--- config.mk ---
export PLATFORM = sky130hd
export DESIGN_NAME = rsf_frame_mgr
export DESIGN_NICKNAME = d
export VERILOG_FILES = /design/src/rtl/rsf_pkg.sv /design/src/rtl/rsf_marker.sv /design/src/rtl/rsf_rename.sv /design/src/rtl/rsf_regfile.sv /design/src/rtl/rsf_frame_mgr.sv
export SDC_FILE = /design/constraint.sdc
export NUM_CORES = 2
export LEC_CHECK = 0
export CAP_MARGIN = 20
export CORE_MARGIN = 2
export CORE_UTILIZATION = 25
export DETAILED_ROUTE_END_ITERATION = 7
export SLEW_MARGIN = 20
export SYNTH_ARGS = -nofsm -noshare
export SYNTH_HDL_FRONTEND = slang
export SYNTH_SLANG_ARGS = --single-unit
export TNS_END_PERCENT = 20
--- constraint.sdc ---
create_clock -name clk -period 17.5 [get_ports clk]
set_input_delay 5.25 -clock clk [delete_from_list [all_inputs] [get_ports clk]]
set_output_delay 5.25 -clock clk [all_outputs]
set_load 0.03 [all_outputs]
--- src/rtl/rsf_pkg.sv ---
// Shared types for the register stack frame manager.
// Assumes frame sizes fit in FRM_W bits (at most 127).
package rsf_pkg;
    localparam int FRM_W = 7;

    typedef enum logic [1:0] {
        FOP_NONE   = 2'd0,
        FOP_RESIZE = 2'd1,
        FOP_CALL   = 2'd2,
        FOP_RETURN = 2'd3
    } frame_op_e;

    typedef struct packed {
        logic [FRM_W-1:0] sof;
        logic [FRM_W-1:0] sol;
    } frame_mark_t;
endpackage

--- src/rtl/rsf_marker.sv ---
// Frame marker state: current marker, one saved marker, rename base and
// the running count of caller locals used for the overflow flag.
// Assumes PHYS_DEPTH is a power of two so the base wraps by truncation.
module rsf_marker
    import rsf_pkg::*;
#(
    parameter int PHYS_DEPTH = 64,
    parameter int MAX_FRAME  = 96,
    parameter int IMM_W      = 7,
    parameter int USED_W     = 10
) (
    input  logic                          clk,
    input  logic                          rst_n,
    input  logic                          cmd_valid,
    input  frame_op_e                     cmd_op,
    input  logic [IMM_W-1:0]              imm_in,
    input  logic [IMM_W-1:0]              imm_loc,
    input  logic [IMM_W-1:0]              imm_out,
    output frame_mark_t                   cfm,
    output logic [$clog2(PHYS_DEPTH)-1:0] base,
    output logic                          reject,
    output logic                          overflow
);
    localparam int PIDX_W = $clog2(PHYS_DEPTH);
    localparam int SUM_W  = IMM_W + 2;
    localparam int UEXT_W = USED_W + 1;
    localparam logic [USED_W-1:0] USED_MAX = '1;

    frame_mark_t          pfm;
    logic [USED_W-1:0]    used;
    logic [SUM_W-1:0]     sum_loc;
    logic [SUM_W-1:0]     sum_all;
    logic                 is_resize;
    logic                 is_call;
    logic                 is_ret;
    logic [FRM_W-1:0]     out_size;
    logic [PIDX_W-1:0]    base_fwd;
    logic [PIDX_W-1:0]    base_back;
    logic [UEXT_W-1:0]    used_add;
    logic [USED_W-1:0]    used_up;
    logic [USED_W-1:0]    used_down;
    logic [UEXT_W-1:0]    live_total;

    // Decode the command and size the requested frame.
    always_comb begin
        is_resize = cmd_valid && (cmd_op == FOP_RESIZE);
        is_call   = cmd_valid && (cmd_op == FOP_CALL);
        is_ret    = cmd_valid && (cmd_op == FOP_RETURN);
        sum_loc   = SUM_W'(imm_in) + SUM_W'(imm_loc);
        sum_all   = sum_loc + SUM_W'(imm_out);
        reject    = is_resize &&
                    ((sum_all > SUM_W'(MAX_FRAME)) || (sum_loc > sum_all));
        out_size  = cfm.sof - cfm.sol;
    end

    // Next base values for call and return, modulo the physical depth.
    always_comb begin
        base_fwd  = base + PIDX_W'(cfm.sol);
        base_back = base - PIDX_W'(pfm.sol);
    end

    // Saturating bookkeeping of caller locals still held in the file.
    always_comb begin
        used_add  = UEXT_W'(used) + UEXT_W'(cfm.sol);
        used_up   = used_add[USED_W] ? USED_MAX : used_add[USED_W-1:0];
        used_down = (used >= USED_W'(pfm.sol)) ? (used - USED_W'(pfm.sol)) : '0;
    end

    // Overflow when live caller locals plus the current frame exceed the file.
    always_comb begin
        live_total = UEXT_W'(used) + UEXT_W'(cfm.sof);
        overflow   = live_total > UEXT_W'(PHYS_DEPTH);
    end

    // Current and saved markers.
    always_ff @(posedge clk) begin
        if (!rst_n) begin
            cfm <= '0;
            pfm <= '0;
        end else if (is_resize && !reject) begin
            cfm.sol <= FRM_W'(sum_loc);
            cfm.sof <= FRM_W'(sum_all);
        end else if (is_call) begin
            pfm     <= cfm;
            cfm.sol <= '0;
            cfm.sof <= out_size;
        end else if (is_ret) begin
            cfm <= pfm;
        end
    end

    // Rename base; a resize never touches it.
    always_ff @(posedge clk) begin
        if (!rst_n) begin
            base <= '0;
        end else if (is_call) begin
            base <= base_fwd;
        end else if (is_ret) begin
            base <= base_back;
        end
    end

    // Caller locals count.
    always_ff @(posedge clk) begin
        if (!rst_n) begin
            used <= '0;
        end else if (is_call) begin
            used <= used_up;
        end else if (is_ret) begin
            used <= used_down;
        end
    end
endmodule

--- src/rtl/rsf_rename.sv ---
// Renames one logical register number to a bank index and checks it
// against the current frame. Purely combinational.
// Assumes PHYS_DEPTH is a power of two and STATIC_REGS is a power of two.
module rsf_rename
    import rsf_pkg::*;
#(
    parameter int STATIC_REGS = 32,
    parameter int PHYS_DEPTH  = 64,
    parameter int REG_AW      = 7
) (
    input  logic [REG_AW-1:0]              addr,
    input  logic [$clog2(PHYS_DEPTH)-1:0]  base,
    input  logic [FRM_W-1:0]               sof,
    output logic                           stacked,
    output logic                           in_frame,
    output logic [$clog2(PHYS_DEPTH)-1:0]  pidx,
    output logic [$clog2(STATIC_REGS)-1:0] sidx
);
    localparam int PIDX_W = $clog2(PHYS_DEPTH);
    localparam int SIDX_W = $clog2(STATIC_REGS);
    localparam int CMP_W  = ((REG_AW > FRM_W) ? REG_AW : FRM_W) + 1;

    logic [REG_AW-1:0] off;

    // Offset into the stacked area and bound check.
    always_comb begin
        stacked  = addr >= REG_AW'(STATIC_REGS);
        off      = addr - REG_AW'(STATIC_REGS);
        in_frame = !stacked || (CMP_W'(off) < CMP_W'(sof));
        pidx     = base + PIDX_W'(off);
        sidx     = addr[SIDX_W-1:0];
    end
endmodule

--- src/rtl/rsf_regfile.sv ---
// Storage: a fixed bank and a circular stacked bank, one write port and
// NRD combinational read ports. Out-of-frame reads return zero.
// Assumes the caller has already bounded and renamed every index.
module rsf_regfile #(
    parameter int DATA_W      = 32,
    parameter int STATIC_REGS = 32,
    parameter int PHYS_DEPTH  = 64,
    parameter int NRD         = 2
) (
    input  logic                                      clk,
    input  logic                                      we_static,
    input  logic                                      we_stack,
    input  logic [$clog2(STATIC_REGS)-1:0]            w_sidx,
    input  logic [$clog2(PHYS_DEPTH)-1:0]             w_pidx,
    input  logic [DATA_W-1:0]                         w_data,
    input  logic [NRD-1:0]                            r_stacked,
    input  logic [NRD-1:0]                            r_ok,
    input  logic [NRD-1:0][$clog2(STATIC_REGS)-1:0]   r_sidx,
    input  logic [NRD-1:0][$clog2(PHYS_DEPTH)-1:0]    r_pidx,
    output logic [NRD-1:0][DATA_W-1:0]                r_data
);
    logic [DATA_W-1:0] fixed_bank [STATIC_REGS];
    logic [DATA_W-1:0] stack_bank [PHYS_DEPTH];

    // Fixed bank write.
    always_ff @(posedge clk) begin
        if (we_static) begin
            fixed_bank[w_sidx] <= w_data;
        end
    end

    // Stacked bank write.
    always_ff @(posedge clk) begin
        if (we_stack) begin
            stack_bank[w_pidx] <= w_data;
        end
    end

    // Read ports.
    for (genvar g = 0; g < NRD; g++) begin : g_rd
        always_comb begin
            if (!r_ok[g]) begin
                r_data[g] = '0;
            end else if (r_stacked[g]) begin
                r_data[g] = stack_bank[r_pidx[g]];
            end else begin
                r_data[g] = fixed_bank[r_sidx[g]];
            end
        end
    end
endmodule

--- src/rtl/rsf_frame_mgr.sv ---
// Top of the register stack frame manager. Takes resize, call and return
// commands, renames two read ports and one write port through the current
// frame, and flags illegal writes, rejected resizes and physical overflow.
// Assumes commands and the write port act on the state before the edge.
module rsf_frame_mgr
    import rsf_pkg::*;
#(
    parameter int DATA_W      = 32,
    parameter int PHYS_DEPTH  = 64,
    parameter int MAX_FRAME   = 96,
    parameter int STATIC_REGS = 32,
    parameter int REG_AW      = 7,
    parameter int IMM_W       = 7,
    parameter int USED_W      = 10
) (
    input  logic              clk,
    input  logic              rst_n,
    input  logic              cmd_valid,
    input  logic [1:0]        cmd_op,
    input  logic [IMM_W-1:0]  imm_in,
    input  logic [IMM_W-1:0]  imm_loc,
    input  logic [IMM_W-1:0]  imm_out,
    input  logic [REG_AW-1:0] rd0_addr,
    output logic [DATA_W-1:0] rd0_data,
    input  logic [REG_AW-1:0] rd1_addr,
    output logic [DATA_W-1:0] rd1_data,
    input  logic              wr_en,
    input  logic [REG_AW-1:0] wr_addr,
    input  logic [DATA_W-1:0] wr_data,
    output logic [FRM_W-1:0]  cur_sof,
    output logic [FRM_W-1:0]  cur_sol,
    output logic              fault_illegal,
    output logic              overflow
);
    localparam int PIDX_W = $clog2(PHYS_DEPTH);
    localparam int SIDX_W = $clog2(STATIC_REGS);
    localparam int NRD    = 2;
    localparam int NPORT  = NRD + 1;
    localparam int WPORT  = NRD;

    frame_mark_t                  cfm;
    logic [PIDX_W-1:0]            base;
    logic                         reject;
    logic                         wr_bad;

    logic [NPORT-1:0][REG_AW-1:0] p_addr;
    logic [NPORT-1:0]             p_stacked;
    logic [NPORT-1:0]             p_ok;
    logic [NPORT-1:0][PIDX_W-1:0] p_pidx;
    logic [NPORT-1:0][SIDX_W-1:0] p_sidx;
    logic [NRD-1:0][DATA_W-1:0]   r_data;

    rsf_marker #(
        .PHYS_DEPTH (PHYS_DEPTH),
        .MAX_FRAME  (MAX_FRAME),
        .IMM_W      (IMM_W),
        .USED_W     (USED_W)
    ) u_marker (
        .clk       (clk),
        .rst_n     (rst_n),
        .cmd_valid (cmd_valid),
        .cmd_op    (frame_op_e'(cmd_op)),
        .imm_in    (imm_in),
        .imm_loc   (imm_loc),
        .imm_out   (imm_out),
        .cfm       (cfm),
        .base      (base),
        .reject    (reject),
        .overflow  (overflow)
    );

    // Gather the port addresses: reads first, the write port last.
    always_comb begin
        p_addr[0]     = rd0_addr;
        p_addr[1]     = rd1_addr;
        p_addr[WPORT] = wr_addr;
    end

    for (genvar g = 0; g < NPORT; g++) begin : g_ren
        rsf_rename #(
            .STATIC_REGS (STATIC_REGS),
            .PHYS_DEPTH  (PHYS_DEPTH),
            .REG_AW      (REG_AW)
        ) u_ren (
            .addr     (p_addr[g]),
            .base     (base),
            .sof      (cfm.sof),
            .stacked  (p_stacked[g]),
            .in_frame (p_ok[g]),
            .pidx     (p_pidx[g]),
            .sidx     (p_sidx[g])
        );
    end

    rsf_regfile #(
        .DATA_W      (DATA_W),
        .STATIC_REGS (STATIC_REGS),
        .PHYS_DEPTH  (PHYS_DEPTH),
        .NRD         (NRD)
    ) u_rf (
        .clk       (clk),
        .we_static (wr_en && !p_stacked[WPORT]),
        .we_stack  (wr_en && p_stacked[WPORT] && p_ok[WPORT]),
        .w_sidx    (p_sidx[WPORT]),
        .w_pidx    (p_pidx[WPORT]),
        .w_data    (wr_data),
        .r_stacked (p_stacked[NRD-1:0]),
        .r_ok      (p_ok[NRD-1:0]),
        .r_sidx    (p_sidx[NRD-1:0]),
        .r_pidx    (p_pidx[NRD-1:0]),
        .r_data    (r_data)
    );

    // Illegal write detection on the write port.
    always_comb begin
        wr_bad = wr_en && !p_ok[WPORT];
    end

    // Registered fault pulse.
    always_ff @(posedge clk) begin
        if (!rst_n) begin
            fault_illegal <= 1'b0;
        end else begin
            fault_illegal <= wr_bad || reject;
        end
    end

    // Drive outputs.
    always_comb begin
        rd0_data = r_data[0];
        rd1_data = r_data[1];
        cur_sof  = cfm.sof;
        cur_sol  = cfm.sol;
    end
endmodule

## Word-level counts from Yosys, hierarchy flattened

Memories as Yosys holds them, arrays and structs flattened.
Index checks and enable logic that the tools add are counted.

| operators by class | value |
|---|---|
| add/subtract/negate cells | 14 |
| reductions and logical operators | 22 |
| eq/ne operators | 3 |
| magnitude comparators | 10 |
| bitwise gates (word level) | 1 |
| mux-type cells | 17 |

Operators by type and width:

| cell | count |
|---|---|
| $mux 32 | 4 |
| $mux 14 | 3 |
| $mux 10 | 4 |
| $add 6x6->6 | 4 |
| $add 10x7->11 | 2 |
| $ge 7x6->1 const B | 3 |
| $lt 7x7->1 | 3 |
| $sub 7x6->7 const B | 3 |
| $mux 6 | 2 |
| $gt 11x7->1 const B | 1 |
| $ge 10x7->1 | 1 |
| $sub 10x7->10 | 1 |
| $add 9x7->9 | 1 |
| $gt 9x7->1 const B | 1 |
| $gt 9x9->1 | 1 |
| $logic_and 1x1->1 | 9 |
| $add 7x7->8 | 1 |
| $sub 7x7->7 | 1 |
| $sub 6x6->6 | 1 |
| $logic_not 1->1 | 5 |
| $logic_or 1x1->1 | 5 |
| $eq 2x2->1 const B | 2 |
| $mux 1 | 4 |
| $reduce_bool 3->1 | 1 |
| other kinds (4) | 4 |

| storage, ports and cells | value |
|---|---|
| RAM bits | 3072 |
| memories kept | 2 |
| logic and storage cells | 76 |
| flip-flop bits (word level) | 45 |
| output and inout port bits | 80 |

Memories:

| name | words | bits a word | rd ports | clocked after Yosys merged registers in | write ports | RTL line | text |
|---|---|---|---|---|---|---|---|
| u_rf.stack_bank | 64 | 32 | 2 | 0 | 1 | rsf_regfile.sv:23 | `logic [DATA_W-1:0] stack_bank [PHYS_DEPTH];` |
| u_rf.fixed_bank | 32 | 32 | 2 | 0 | 1 | rsf_regfile.sv:22 | `logic [DATA_W-1:0] fixed_bank [STATIC_REGS];` |

## Logic depth before layout (Yosys ltp)

| logic depth | value |
|---|---|
| depth in word-level cells | 9 |
| depth in mapped cells | 21 |
| gate-level depth less buffers | 20 |

## Cells and area by module

From an unflattened synthesis, not the netlist that was laid out.

| second synthesis, totals | value |
|---|---|
| cell total of the unflattened synthesis | 7022 |
| area total of the unflattened synthesis | 147162.4 um^2 |

Modules (own cells, without submodules):

| module | times used | area each (um^2) | cells an instance | sequential area each (um^2) |
|---|---|---|---|---|
| rsf_regfile | 1 | 141532.0 | 6308 | 92248.5 |
| rsf_marker | 1 | 4295.4 | 553 | 880.8 |
| rsf_rename | 3 | 429.2 | 52 | 0.0 |
| rsf_frame_mgr | 1 | 47.5 | 5 | 20.0 |

## Worst setup path after synthesis

No wires, ideal clock.

| timing path | value |
|---|---|
| path type | input-to-output |
| from | input rd1_addr[0] |
| to | output rd1_data[10] |
| data required time | 12.250 ns |
| setup slack | 4.174 ns |
| stages on the path | 11 |
| data arrival time | 8.076 ns |
| buffers on the path | 3 |
| path through | ha_1 > fa_1 > clkbuf_1 > clkbuf_1 > buf_1 > mux4_2 > mux4_2 > mux2i_1 > mux2i_1 > a21oi_1 > a21oi_1 |

| on the way | value |
|---|---|
| longest elaborated chain between the ends | 5 |
| elaborated cells between the ends (all ways) | 10 |

Ends and longest elaborated chain:

| what | RTL line | text |
|---|---|---|
| start, declared | rsf_frame_mgr.sv:25 | `input logic [REG_AW-1:0] rd1_addr,` |
| $sub 7x6->7 | rsf_rename.sv:28 | `off = addr - REG_AW'(STATIC_REGS);` |
| $add 6x6->6 | rsf_rename.sv:30 | `pidx = base + PIDX_W'(off);` |
| $mem_v2 64x32 | -- |  |
| $mux 32 | rsf_regfile.sv:44 | `end else if (r_stacked[g]) begin` |
| $mux 32 (*) | rsf_regfile.sv:42 | `if (!r_ok[g]) begin` |
| end, declared | rsf_frame_mgr.sv:26 | `output logic [DATA_W-1:0] rd1_data,` |

Every way passes the cells marked *; elsewhere a longest branch is shown, timed or not.

## Worst setup path after layout

| timing path | value |
|---|---|
| from | input rd1_addr[0] |
| to | output rd1_data[24] |

Same word-level chain as after synthesis.

==> out/qor.log <==
[status] run status finished, final reports clean
[clocking] clock sink total 3117
[hold_path] launch point of the worst hold path u_marker.pfm[11]$_SDFFE_PN0P_
[setup_path] kind of launch point of the worst setup path input port
[synth] cell type with the largest total area after synthesis sky130_fd_sc_hd__edfxtp_1
[sta] f_max 61.2 MHz
[clocking] clock latency of the later-clocked register in the worst-skew pair 0.93 ns
[synth] proportion of register bits with asynchronous set or reset after synthesis 0%
[sta] final hold viol count 0
[sta] slew at the pin closest to its max-slew limit 1.21 ns
[sta] max-slew violations 0
[placement] placed cells 14456
[clocking] Hold-fix buffers, CTS 0
[pwr] clock share of power 40.8%
[drt] number of vias in the routed layout 80069
[pwr] peak supply drop 0.0908 mV
[sta] unrepaired setup endpoints after global routing no
[synth] number of flops mapped to enable cells by yosys 3072
[sta] max_slew headroom 16.8%
[pwr] switching share of power 24.6%
[setup_path] worst endpoint data arrival time 11.08 ns
[synth] sequential cell area fraction in the yosys report 63.5%
[clocking] clock-pin slew of the registers on the worst-case setup and hold paths 0.05 ns
[finish] fraction of final layout cells sized beyond drive strength 1 39.4%
[pwr] pwr dens 103 mW/mm2
[setup_path] CP max FO 47
[global_route] largest net degree at the start of global routing 144
[synth] gate count after technology mapping 6736
[pwr] Reg power frac 46.9%
[clocking] cell chosen for the clock root sky130_fd_sc_hd__clkbuf_16
[finish] relative area change from synthesis to final layout 16.4%
[setup_path] Critical Path Source rd1_addr[0]
[synth] average cell area after synthesis 21.8 um2
[sta] period utilization 93.3%
[die] standard-cell row count 281
[global_route] global-route usage over all layers 15.3%
[global_route] via count of the first global-routing pass 81980
[sta] final worst clock skew 0.0537 ns
[clocking] clock tree buffer depth 4
[global_route] global-route wire length before repair 651000 um
[sta] number of endpoints failing setup at the final stage 0
[setup_path] CP endpoint kind output port
[sta] minimum period implied by the final worst setup slack 16.33 ns
[global_route] GRT overflow 0
[setup_path] cell type group with the largest total delay on the critical path multiplexers
[drt] Routed WL 470000 um
[drt] antenna-violating nets left 0
[drt] ratio of routed vias to standard cells 5.32
[synth] Synthesized Nets 6917
[setup_path] cell at the slowest stage of the critical path sky130_fd_sc_hd__fa_4
[pwr] Leakage Power 0.0519 uW
[clocking] CTS H-tree lvls 5
[drt] wire length per cell after detailed routing 31.2 um
[global_route] initial antenna violation count 20
[synth] Unique masters post-synth 71
[setup_path] CP max stage delay 1.23 ns
[setup_path] path type of the worst setup path input port to output port
[finish] most common cell after layout, fill and taps aside sky130_fd_sc_hd__edfxtp_1
[die] placeable core region 0.585 mm2
[die] vertical extent of the die 770 um
[die] starting density of the core 25.1%
[synth] top cells by area in the synthesized netlist sky130_fd_sc_hd__edfxtp_1 63%, sky130_fd_sc_hd__mux4_2 29%, sky130_fd_sc_hd__mux2i_1 1.8%, sky130_fd_sc_hd__ha_1 0.78%, sky130_fd_sc_hd__clkbuf_1 0.77%
[pwr] power dissipated by switching net loads 4330 uW
[synth] fraction of post-synthesis cell area in the top cell type by area 62.9%
[drt] initial drt markers 11654
[pwr] combinational share of power 12.4%
[die] die width 770 um
[setup_path] Req. time, crit path 12.25 ns
[setup_path] reg2reg start u_marker.base[1]$_SDFFE_PN0P_
[synth] Top FF cell, synth sky130_fd_sc_hd__edfxtp_1
[clocking] Post-CTS Repair Setup Buffers 0
[drt] first-pass iteration count of the detailed router 5
[sta] Final TNS setup 0 ns
[finish] fin util 29.2%
[die] Top-Level Pins 160
[flow_run] max-cap viol count 0
[finish] top library cells by usage in the layout, fill and taps aside 3072 x sky130_fd_sc_hd__edfxtp_1, 1920 x sky130_fd_sc_hd__mux4_2, 344 x sky130_fd_sc_hd__clkbuf_16, 255 x sky130_fd_sc_hd__mux2i_1, 245 x sky130_fd_sc_hd__buf_4
[placement] routability congestion estimate 0.810
[clocking] CTS tree done
[pwr] Total Power 17600 uW
[clocking] count of instances resized after the clock tree is built 0
[finish] Total Nets Final 7197
[synth] Synthesis Warnings 0
[finish] post-layout instance count excluding filler cells 15061
[clocking] clock buffers created by TritonCTS 333
[die] die outline area 0.593 mm2
[drt] Post-route DRC 0
[setup_path] critical-path cell list buf_8 > ha_4 > fa_4 > buf_12 > buf_4 > mux4_2 > mux4_2 > mux2i_1 > mux2i_1 > a21oi_1 > a21oi_1 > clkdlybuf4s50_1
[hold_path] class of the tightest hold or removal check flip-flop to flip-flop
[placement] estimated wirelength of the detail-placed design 265000 um
[placement] PortBufs 159
[synth] netlist area before placement 0.147 mm2
[setup_path] critical path buffer and inverter count 4
[synth] synthesized flop and latch total 3117
[pwr] internal portion of total power 13300 uW
## power groups by stage
stage / Sequential [uW] / Clock (uW) / Combinational (uW)
2_1_floorplan: 8400 / 0 / 1230
3_3_place_gp: 8400 / 0 / 2140
3_5_place_dp: 8410 / 0 / 2150
4_1_cts: 8250 / 7270 / 2160
5_1_grt: 8250 / 7550 / 2260
6_report: 8250 / 7170 / 2180
## stage by stage
stage	setup WS (ns)	instance area [um2]	hold WS [ns]
final	1.17	171000	0.460
after CTS	1.19	171000	0.467
after global routing	1.07	171000	0.489
after detailed placement	1.20	160000	0.453
after floorplan	4.17	147000	0.436
after global placement	1.18	160000	0.445
## final cells by class
| cell class | instances | area, um2 |
|---|---|---|
| repair buffers | 452 | 4500 |
| multi-input cells | 3049 | 52300 |
| clock buffers | 405 | 8860 |
| diodes | 4 | 10.0 |
| well taps | 7782 | 9740 |
| flip-flops and latches | 3117 | 93100 |
| clock inverters | 189 | 2000 |
| inverters | 63 | 236 |
| fillers | 56445 | 415000 |
## routing by layer
metal / track usage (%) / up-vias / part of all wire [%]
met5: 0 / - / 0.0075
met3: 3.01 / 817 / 9.4
met4: 5.31 / 6 / 4.0
met1: 20.0 / 44074 / 38
li1: - / 30395 / -
met2: 25.5 / 4777 / 49
## sequential cells by signal, summed over array words and instances (netlist names)
register and flops:
u_rf.stack_bank 2048, u_rf.fixed_bank 1024, u_marker.cfm 14, u_marker.pfm 14, u_marker.used 10, u_marker.base 6, fault_illegal 1
## cells by family (layout without fill, tap and decap cells)
kind of cell | Yosys count | count (layout) | share of synthesized area (%)
other | 0 | 4 | 0
buffers and inverters | 570 | 1109 | 1.51
xor gates and xnor gates | 50 | 50 | 0.298
and+or+nand+nor | 377 | 377 | 1.13
DFF | 3117 | 3117 | 63.5
muxes | 2178 | 2178 | 31.2
AOI/OAI and AO/OA | 343 | 343 | 1.47
adders and majority gates | 101 | 101 | 0.912
## path summary, 6_finish.rpt
path	to	slack [ns]	cells past startpoint
worst max register to register	u_rf.stack_bank[30][6]$_DFFE_PP_	12.89	9
worst min-delay path	u_marker.pfm[11]$_SDFFE_PN0P_	0.46	2
worst min register to register	u_marker.pfm[11]$_SDFFE_PN0P_	0.46	2
worst max-delay path	rd1_data[24]	1.17	12
## synthesized netlist by cell type (8+ instances only)
cell type / n
sky130_fd_sc_hd__o21a_1: 9
sky130_fd_sc_hd__inv_1: 63
sky130_fd_sc_hd__nand2b_1: 8
sky130_fd_sc_hd__and3_1: 8
sky130_fd_sc_hd__mux4_2: 1920
sky130_fd_sc_hd__a21oi_1: 205
sky130_fd_sc_hd__a21o_1: 35
sky130_fd_sc_hd__o21ai_0: 25
sky130_fd_sc_hd__buf_1: 156
sky130_fd_sc_hd__nand2_1: 82
sky130_fd_sc_hd__nor2b_1: 11
sky130_fd_sc_hd__mux2i_1: 258
sky130_fd_sc_hd__edfxtp_1: 3072
sky130_fd_sc_hd__dfxtp_1: 45
sky130_fd_sc_hd__buf_2: 49
sky130_fd_sc_hd__nor2_1: 202
sky130_fd_sc_hd__o21bai_1: 9
sky130_fd_sc_hd__clkbuf_1: 300
sky130_fd_sc_hd__xnor2_1: 32
sky130_fd_sc_hd__fa_1: 10
sky130_fd_sc_hd__nand3_1: 20
sky130_fd_sc_hd__xor2_1: 18
sky130_fd_sc_hd__ha_1: 91
sky130_fd_sc_hd__nor3_1: 15
## worst min-delay path, delay by kind of cell (launching register included)
| family | cells | cell delay (ns) |
|---|---|---|
| flops | 1 | 0.31 |
| simple gates | 1 | 0.05 |
| compound gates | 1 | 0.05 |
(Power assumes the default switching activity.)
